===== config.mk =====
export PLATFORM = sky130hd
export DESIGN_NAME = aux_xact_seq
export DESIGN_NICKNAME = d
export VERILOG_FILES = /design/src/rtl/aux_xact_seq.sv
export SDC_FILE = /design/constraint.sdc
export NUM_CORES = 1
export LEC_CHECK = 0
export BUFFER_PORTS_ARGS = -buffer_cell sky130_fd_sc_hd__buf_4
export CORE_AREA = 5 5 229 231
export DETAILED_ROUTE_END_ITERATION = 8
export DIE_AREA = 0 0 234 236
export HOLD_SLACK_MARGIN = 0.08
export SYNTH_ARGS = -nofsm -noshare
export SYNTH_HDL_FRONTEND = slang
export SYNTH_SLANG_ARGS = --single-unit

===== constraint.sdc =====
create_clock -name clk -period 4 [get_ports clk]
set_input_delay 0.8 -clock clk [delete_from_list [all_inputs] [get_ports clk]]
set_output_delay 0.8 -clock clk [all_outputs]
set_load 0.01 [all_outputs]

===== src/rtl/aux_xact_seq.sv =====
module aux_xact_seq #(
  parameter int CLK_PER_US = 250,
  parameter int WAIT_US    = 1000,
  parameter int BACKOFF_US = 400,
  parameter int MAX_TRIES  = 32,
  parameter int BYTES      = 16
) (
  input  logic                  clk,
  input  logic                  rst_n,
  input  logic                  req_valid,
  output logic                  req_ready,
  input  logic [3:0]            req_type,
  input  logic [19:0]           req_addr,
  input  logic [$clog2(BYTES+1)-1:0] req_len,
  input  logic [8*BYTES-1:0]    req_wdata,
  output logic                  rsp_valid,
  output logic [1:0]            rsp_code,
  output logic [8*BYTES-1:0]    rsp_rdata,
  input  logic                  phy_busy,
  output logic                  phy_own_req,
  input  logic                  phy_own_gnt,
  input  logic                  phy_sink,
  output logic                  phy_chan_rst,
  output logic                  phy_start,
  output logic [3:0]            phy_cmd,
  output logic [19:0]           phy_addr,
  output logic [$clog2(BYTES+1)-2:0] phy_len,
  output logic [8*BYTES-1:0]    phy_wdata,
  input  logic                  phy_done,
  input  logic [7:0]            phy_err,
  input  logic [8*BYTES-1:0]    phy_rdata
);
  localparam int DW = 8 * BYTES;
  localparam int LW = $clog2(BYTES + 1);
  localparam int PW = $clog2(CLK_PER_US + 1);
  localparam int MW = (WAIT_US > BACKOFF_US) ? WAIT_US : BACKOFF_US;
  localparam int UW = $clog2(MW + 1);
  localparam int TW = $clog2(MAX_TRIES + 1);

  typedef enum logic [3:0] {
    S_IDLE, S_QUIET, S_GRANT, S_SINK, S_RST, S_BACK, S_START, S_WDONE, S_RESP
  } st_t;

  localparam logic [1:0] C_OK = 2'd0, C_BUSY = 2'd1, C_NOSINK = 2'd2, C_REMERR = 2'd3;

  st_t             state, nxt;
  logic [PW-1:0]   pre;
  logic [UW-1:0]   us;
  logic [TW-1:0]   tries;
  logic [1:0]      code, code_d;
  logic [3:0]      cmd;
  logic [19:0]     addr;
  logic [LW-1:0]   len;
  logic [DW-1:0]   stage;
  logic [LW-1:0]   len_m1;

  function automatic logic [DW-1:0] keep(input logic [DW-1:0] d, input logic [LW-1:0] n);
    logic [DW-1:0] r;
    r = '0;
    for (int i = 0; i < BYTES; i++)
      if (i < int'(n)) r[8*i +: 8] = d[8*i +: 8];
    return r;
  endfunction

  wire tick     = (pre == PW'(CLK_PER_US - 1));
  wire wait_exp = tick && (us == UW'(WAIT_US - 1));
  wire back_exp = tick && (us == UW'(BACKOFF_US - 1));
  wire ok_done  = phy_done && (phy_err == 8'd0);
  wire last_try = (tries == TW'(MAX_TRIES - 1));

  always_comb begin
    nxt    = state;
    code_d = C_OK;
    case (state)
      S_IDLE:  if (req_valid) nxt = S_QUIET;
      S_QUIET: if (!phy_busy) nxt = S_GRANT;
               else if (wait_exp) begin nxt = S_RESP; code_d = C_BUSY; end
      S_GRANT: if (phy_own_gnt) nxt = S_SINK;
               else if (wait_exp) begin nxt = S_RESP; code_d = C_BUSY; end
      S_SINK:  if (phy_sink) nxt = S_RST;
               else begin nxt = S_RESP; code_d = C_NOSINK; end
      S_RST:   nxt = (tries != '0) ? S_BACK : S_START;
      S_BACK:  if (back_exp) nxt = S_START;
      S_START: nxt = S_WDONE;
      S_WDONE: if (phy_done) begin
                 if (ok_done) begin nxt = S_RESP; code_d = C_OK; end
                 else if (last_try) begin nxt = S_RESP; code_d = C_REMERR; end
                 else nxt = S_RST;
               end else if (wait_exp) begin nxt = S_RESP; code_d = C_REMERR; end
      S_RESP:  nxt = S_IDLE;
      default: nxt = S_IDLE;
    endcase
  end

  always_ff @(posedge clk or negedge rst_n) begin
    if (!rst_n) begin
      state <= S_IDLE;
      pre   <= '0;
      us    <= '0;
      tries <= '0;
      code  <= C_OK;
      cmd   <= '0;
      addr  <= '0;
      len   <= '0;
      stage <= '0;
    end else begin
      state <= nxt;
      if (nxt != state) begin
        pre <= '0;
        us  <= '0;
      end else begin
        pre <= tick ? '0 : pre + 1'b1;
        if (tick) us <= us + 1'b1;
      end
      if (state == S_IDLE && req_valid) begin
        cmd   <= req_type;
        addr  <= req_addr;
        len   <= req_len;
        stage <= req_type[0] ? '0 : keep(req_wdata, req_len);
      end
      if (state == S_SINK) tries <= '0;
      if (state == S_WDONE && phy_done && !ok_done) tries <= tries + 1'b1;
      if (state == S_WDONE && ok_done && cmd[0]) stage <= keep(phy_rdata, len);
      if (nxt == S_RESP && state != S_RESP) code <= code_d;
    end
  end

  assign len_m1       = len - LW'(1);
  assign req_ready    = (state == S_IDLE);
  assign rsp_valid    = (state == S_RESP);
  assign rsp_code     = code;
  assign rsp_rdata    = (cmd[0] && code == C_OK) ? stage : '0;
  assign phy_own_req  = (state inside {S_GRANT, S_SINK, S_RST, S_BACK, S_START, S_WDONE});
  assign phy_chan_rst = (state == S_RST);
  assign phy_start    = (state == S_START);
  assign phy_cmd      = cmd;
  assign phy_addr     = addr;
  assign phy_len      = len_m1[LW-2:0];
  assign phy_wdata    = stage;

  a_r1_ready_drops: assert property (@(posedge clk) disable iff (!rst_n)
    (req_valid && req_ready) |=> !req_ready);
  a_r11_release_at_rsp: assert property (@(posedge clk) disable iff (!rst_n)
    rsp_valid |-> !phy_own_req);
  a_r7_start_after_prep: assert property (@(posedge clk) disable iff (!rst_n)
    phy_start |-> ($past(phy_chan_rst) || $past(state == S_BACK)));
  a_r8_try_bound: assert property (@(posedge clk) disable iff (!rst_n)
    phy_start |-> (tries < TW'(MAX_TRIES)));
  a_r4_start_owned: assert property (@(posedge clk) disable iff (!rst_n)
    (phy_start || phy_chan_rst) |-> phy_own_req);
  a_r2_busy_code: assert property (@(posedge clk) disable iff (!rst_n)
    (state == S_QUIET && phy_busy && wait_exp) |=> (rsp_valid && rsp_code == C_BUSY));
endmodule


==> results of run 1 <==
==> final cells by class <==
class,instances,area share
Timing Repair Buffer,628,0.3022
Sequential cell,187,0.2972
Multi-Input combinational cell,745,0.3069
Tap cell,672,0.05339
Clock buffer,18,0.02789
Clock inverter,14,0.009852
Inverter,11,0.002622
==> how the worst max path moves through the flow <==
stage,slack (ns),start,to,cells past startpoint
floorplan,1.34,phy_err[5],phy_wdata[0],7
CTS,0.87,rsp_code[0],rsp_rdata[41],5
global route,0.78,rsp_code[1],rsp_rdata[41],5
finish,0.95,rsp_code[1],rsp_rdata[41],5
detailed placement,0.96,phy_err[5],phy_wdata[30],6
global placement,0.98,phy_err[5],phy_wdata[32],7
==> per-stage QoR <==
| stage | setup WS, ns | instance area [um^2] | total power [mW] |
|---|---|---|---|
| 3_3_place_gp | 0.9817 | 15150 | 7.136 |
| 3_5_place_dp | 0.9561 | 15150 | 7.198 |
| 6_report | 0.9462 | 15750 | 8.922 |
| 5_1_grt | 0.7823 | 15750 | 9.483 |
| 4_1_cts | 0.8696 | 15750 | 9.050 |
| 2_1_floorplan | 1.337 | 9827 | 5.118 |
==> layer usage <==
metal	track usage	vias to the layer above
met3	0.04594	67
met2	0.2939	508
li1	-	4767
met1	0.2058	5192
met5	0	-
met4	0.08382	2
==> cell families after synthesis <==
kind of cell / after synthesis / synth area share
AO/OA/AOI/OAI: 294 / 0.2296
XOR/XNOR: 17 / 0.01515
adder cells (fa/ha/maj): 6 / 0.007639
buffers and inverters: 76 / 0.03705
flip-flops: 187 / 0.4762
AND/OR/NAND/NOR: 428 / 0.2344
==> flip-flops by register name (all words and copies together), names as in the netlist <==
name       count
len            5
phy_addr      20
phy_cmd        4
phy_wdata    128
state          4
rsp_code       2
pre            8
tries          6
us            10
==> cell usage in the layout (no fill, tap or decap), types with 3 or more instances in the layout <==
cell / count
buf_4: 624
dfrtp_1: 187
and2_1: 159
nand2_1: 122
a21o_1: 81
a22o_1: 80
a21oi_1: 43
a221o_1: 32
nor2_1: 31
o21ai_0: 19
nor4_1: 19
nand3_1: 19
clkbuf_16: 17
nor3_1: 14
inv_1: 11
and3_1: 11
xnor2_1: 9
o211ai_1: 9
xor2_1: 8
nor2b_1: 7
o21a_1: 6
or2_2: 6
ha_1: 6
nand2b_1: 5
nor4b_1: 5
a31oi_1: 5
nand4_1: 5
inv_8: 4
nor3b_1: 3
nand3b_1: 3
or3_1: 3
clkinv_4: 3
buf_12: 3
==> where the power goes <==
part / leakage (nW) / total, mW / internal (mW) / switching (mW)
sequential: 2.48 / 3.40 / 2.59 / 0.809
combinational: 5.71 / 3.75 / 1.99 / 1.76
clock: 0.288 / 1.78 / 0.900 / 0.877
==> impl_metrics.env, run 1 <==
export IMPL_drtIter0Drc=572
export IMPL_clk_pin_slew_worst_paths_ns=0.08
export IMPL_met1_length_um=19920
export IMPL_yosys_register_bits=187
export IMPL_finalHoldViolations=0
export IMPL_die_area_um2=55220
export IMPL_register_area_um2=4679
export IMPL_first_global_vias=10530
export IMPL_gp_congestion=0.8746
export IMPL_synth_warnings=0
export IMPL_worst_setup_path_type="register to output port"
export IMPL_crit_arrival_ns=2.25
export IMPL_fillers=5293
export IMPL_maxSlewViolCount=0
export IMPL_synth_top_cell_area_share=0.4762
export IMPL_portBuffers=590
export IMPL_post_cts_hold_buffer_count=0
export IMPL_synthTopCellsByCount="187 x dfrtp_1, 160 x and2_1, 123 x nand2_1, 81 x a21o_1, 80 x a22o_1"
export IMPL_rrSetupSlack_ns=1.27
export IMPL_grt_overflow_total=0
export IMPL_worst_path_max_delay_cell="and3_4"
export IMPL_critPathTopFamily="simple AND/OR/NAND/NOR gates"
export IMPL_ant_nets=0
export IMPL_dr_pass1_iters=5
export IMPL_fp_dieW_um=234
export IMPL_clockRootBuffer="clkbuf_16"
export IMPL_slowest_delay_ns=0.51
export IMPL_crit_top_cell="buf_4"
export IMPL_final_util=0.3158
export IMPL_skew_ns=0.03296
export IMPL_setup_tns_ns=0
export IMPL_setup_viol=0
export IMPL_ctsHtreeMaxLevel=4
export IMPL_synth_edf_count=0
export IMPL_dp_hpwl_um=40040
export IMPL_synth_area_leader_cell="dfrtp_1"
export IMPL_drv_cap=0
export IMPL_critPathBufInv=3
export IMPL_coreArea_um2=49860
export IMPL_syn_inst=1008
export IMPL_cp_data_required_time_ns=3.20
export IMPL_wl_met3_um=3847
export IMPL_worstReg2RegStart="state[1]"
export IMPL_multi_input_area_um2=4833
export IMPL_cts_tree="built"
export IMPL_initial_utilization=0.1971
export IMPL_drc=0
export IMPL_powerDensity_nw_per_um2=566.5
export IMPL_min_path_type="primary input to asynchronous set/reset pin"
export IMPL_synth_area_leaders="dfrtp_1 48%, and2_1 10%, a22o_1 7.1%"
export IMPL_antenna_found_initial=3
export IMPL_worst_ir_drop_vdd_mv=0.2984
export IMPL_rows=82
export IMPL_vias=10540
export IMPL_synthArstFlopShare=1.000
export IMPL_fin_crit_sh=0.7635
export IMPL_synth_avg_cell_area_um2=9.749
export IMPL_fin_hold_ws_ns=0.3787
export IMPL_r2r_cells=7
export IMPL_rsz0062_at_grt="no"
export IMPL_ys_flop_type="dfrtp_1"
export IMPL_stdcell_count=2275
export IMPL_cts_max_path_buffers=2
export IMPL_dr_max_layer_used="met5"
export IMPL_grt_max_degree=95
export IMPL_ys_types=58
export IMPL_die_y_um=236
export IMPL_dr_wl_met2_um=24510
export IMPL_drive_above_1_share=0.4248
export IMPL_timing_rr_end="phy_wdata[70]"
export IMPL_critical_path_startpoint_type="register"
export IMPL_max_freq_mhz=327.5
export IMPL_p_leak_nw=8.475
export IMPL_nNetsFinal=1896
export IMPL_vias_per_cell=4.631
export IMPL_finalCriticalPeriod_ns=3.054
export IMPL_area_growth_syn_to_layout_pct=60.25
export IMPL_wl_per_cell_um=22.23
export IMPL_cts_sinks=187
export IMPL_wirelength_um=50570
export IMPL_post_cts_buffers=0
export IMPL_tightest_slew_ns=1.126
export IMPL_ios=591
export IMPL_critPathMaxFanout=47
export IMPL_dp_cells=2243
export IMPL_worstSkewPairLatency_ns=0.50
export IMPL_diodes=0
export IMPL_grt_use_total=0.1746
export IMPL_grt_pass1_wl_um=71720
export IMPL_outcome="complete, no violations"
export IMPL_path_cells="inv_1, and3_4, buf_4, and2_1, buf_4"
export IMPL_synth_fp_nets=1314
export IMPL_slew_headroom=0.2492
export IMPL_netlist_area_um2=9827
export IMPL_ys_seq_area_frac=0.4762
export IMPL_yosysMostFrequentCell="dfrtp_1"
export IMPL_post_cts_resized=0
export IMPL_endpoint_kind="output port"
export IMPL_numCtsBuffers=17
No activity file was read; power rests on OpenSTA's default activity.
==> run 2: changes to the inputs <==
- clock period: 4 -> 2.9 ns (I/O delays scaled with it)
==> run 2 against run 1 <==
Compared with the run above: sequential power grew 36%; via count about the same; largest power group unchanged; combinational power up 42%; count of clock-buffer cells in the layout shrank 1; flip-flop and latch count stayed put; non-clock buffer count is 8 higher; routed wire length is 0.19% lower; cell count rose by 0.40%; global-route usage is essentially flat; critical endpoint is now rsp_rdata[51]; utilization up 0.22 points.
==> impl_metrics.env, run 2 (same netlist as run 1, synthesis figures left out) <==
export IMPL_endpoint_kind="output port"
export IMPL_drive_above_1_share=0.4271
export IMPL_ant_nets=0
export IMPL_post_cts_buffers=0
export IMPL_vias=10540
export IMPL_worstSkewPairLatency_ns=0.50
export IMPL_setup_ws_ns=0.3237
export IMPL_largest_reg_flops=128
export IMPL_finalHoldViolations=0
export IMPL_finalCriticalPeriod_ns=2.576
export IMPL_worst_setup_path_type="register to output port"
export IMPL_min_path_type="primary input to register"
export IMPL_crit_arrival_ns=2.00
export IMPL_power_total_mw=12.52
export IMPL_rows=82
export IMPL_cp_data_required_time_ns=2.32
export IMPL_critical_path_startpoint_type="register"
export IMPL_wl_per_cell_um=22.10
export IMPL_gp_congestion=0.8589
export IMPL_drtIter0Drc=606
export IMPL_coreArea_um2=49860
export IMPL_fillers=5265
export IMPL_wirelength_um=50470
export IMPL_grt_max_degree=98
export IMPL_grt_use_total=0.1747
export IMPL_drc=0
export IMPL_outcome="complete, no violations"
export IMPL_layout_common_cells="629 x buf_4, 187 x dfrtp_1, 159 x and2_1"
export IMPL_maxSlewViolCount=0
export IMPL_ctsHtreeMaxLevel=4
export IMPL_max_freq_mhz=388.2
export IMPL_rrSetupSlack_ns=0.40
export IMPL_tightest_slew_ns=0.8217
export IMPL_fin_crit_sh=0.8884
export IMPL_setup_viol=0
export IMPL_portBuffers=590
export IMPL_layout_commonest_cell="buf_4"
export IMPL_vias_per_cell=4.616
export IMPL_skew_ns=0.02918
export IMPL_area_growth_syn_to_layout_pct=61.34
export IMPL_nNetsFinal=1904
export IMPL_grt_pass1_wl_um=71740
export IMPL_cts_sinks=187
export IMPL_setup_tns_ns=0
export IMPL_powerDensity_nw_per_um2=789.7
export IMPL_cts_tree="built"
export IMPL_ios=591
export IMPL_dr_pass1_iters=6
export IMPL_p_leak_nw=8.535
export IMPL_drv_cap=0
export IMPL_numCtsBuffers=17
export IMPL_grt_overflow_total=0
export IMPL_antenna_found_initial=2
export IMPL_dp_slack_ns=0.2273
export IMPL_dp_hpwl_um=40190
export IMPL_first_global_vias=10600
export IMPL_slew_headroom=0.4511
export IMPL_worst_ir_drop_vdd_mv=0.3928
export IMPL_die_y_um=236
export IMPL_initial_utilization=0.1971
export IMPL_clockRootBuffer="clkbuf_16"
export IMPL_cts_max_path_buffers=2
export IMPL_rsz0062_at_grt="no"
export IMPL_clk_pin_slew_worst_paths_ns=0.08
export IMPL_die_area_um2=55220
export IMPL_fp_dieW_um=234
export IMPL_critPathMaxFanout=55
## run 2: what timing repair did
| item | in CTS | in global routing |
|---|---|---|
| hold endpoints to repair | 51 | 0 |
| resized for setup | 0 | 0 |
| hold buffers | 1 | 0 |
## run 2: final cells by class
cell class                 instances  area [um^2]  area share
antenna                            1        2.502   0.0001578
clock buffer                      17        425.4     0.02683
clock inverter                    15        186.4     0.01176
inverter                          11        41.29    0.002604
multi-input combinational        745         4833      0.3048
sequential                       187         4679      0.2951
tap                              672        840.8     0.05303
timing repair buffer             636         4846      0.3056
## run 2: layer usage
metal,up-vias,track usage,part of all wire
li1,4784,-,-
met1,5185,0.2042,0.39
met2,498,0.2957,0.49
met3,73,0.05159,0.082
met4,2,0.07599,0.040
met5,-,0,0.00026
## run 2: power by group
part | internal, mW | total, mW | switching [mW]
sequential | 3.57 | 4.63 | 1.06
combinational | 2.79 | 5.32 | 2.53
clock | 1.37 | 2.57 | 1.20
total | 7.74 | 12.5 | 4.78
## run 2: critical path: stages, from the launching register on
cell     delay [ns]
dfrtp_1        0.38
inv_1          0.08
and3_4         0.32
buf_12         0.23
and2_1         0.30
buf_4          0.17
## run 2: final timing paths
kind	endpoint	cells after the start	startpoint
worst max-delay path	rsp_rdata[51]	5	rsp_code[0]
worst min-delay path	phy_wdata[112]	2	phy_rdata[112]
worst max register to register	us[1]	7	us[0]
worst min register to register	phy_addr[12]	2	phy_addr[12]
max in group asynchronous	phy_wdata[91]	3	rst_n
min in group asynchronous	len[1]	2	rst_n
## run 2: through the flow
stage | util | hold WS (ns) | instance area, um^2 | cells
3_5_place_dp | 0.3055 | 0.4645 | 15230 | 2250
4_1_cts | 0.3179 | 0.2218 | 15850 | 2283
6_report | 0.3180 | 0.2763 | 15860 | 2284
3_3_place_gp | 0.3055 | 0.4599 | 15230 | 2250
5_1_grt | 0.3179 | 0.2319 | 15850 | 2283
2_1_floorplan | - | 0.2844 | 9827 | 1008
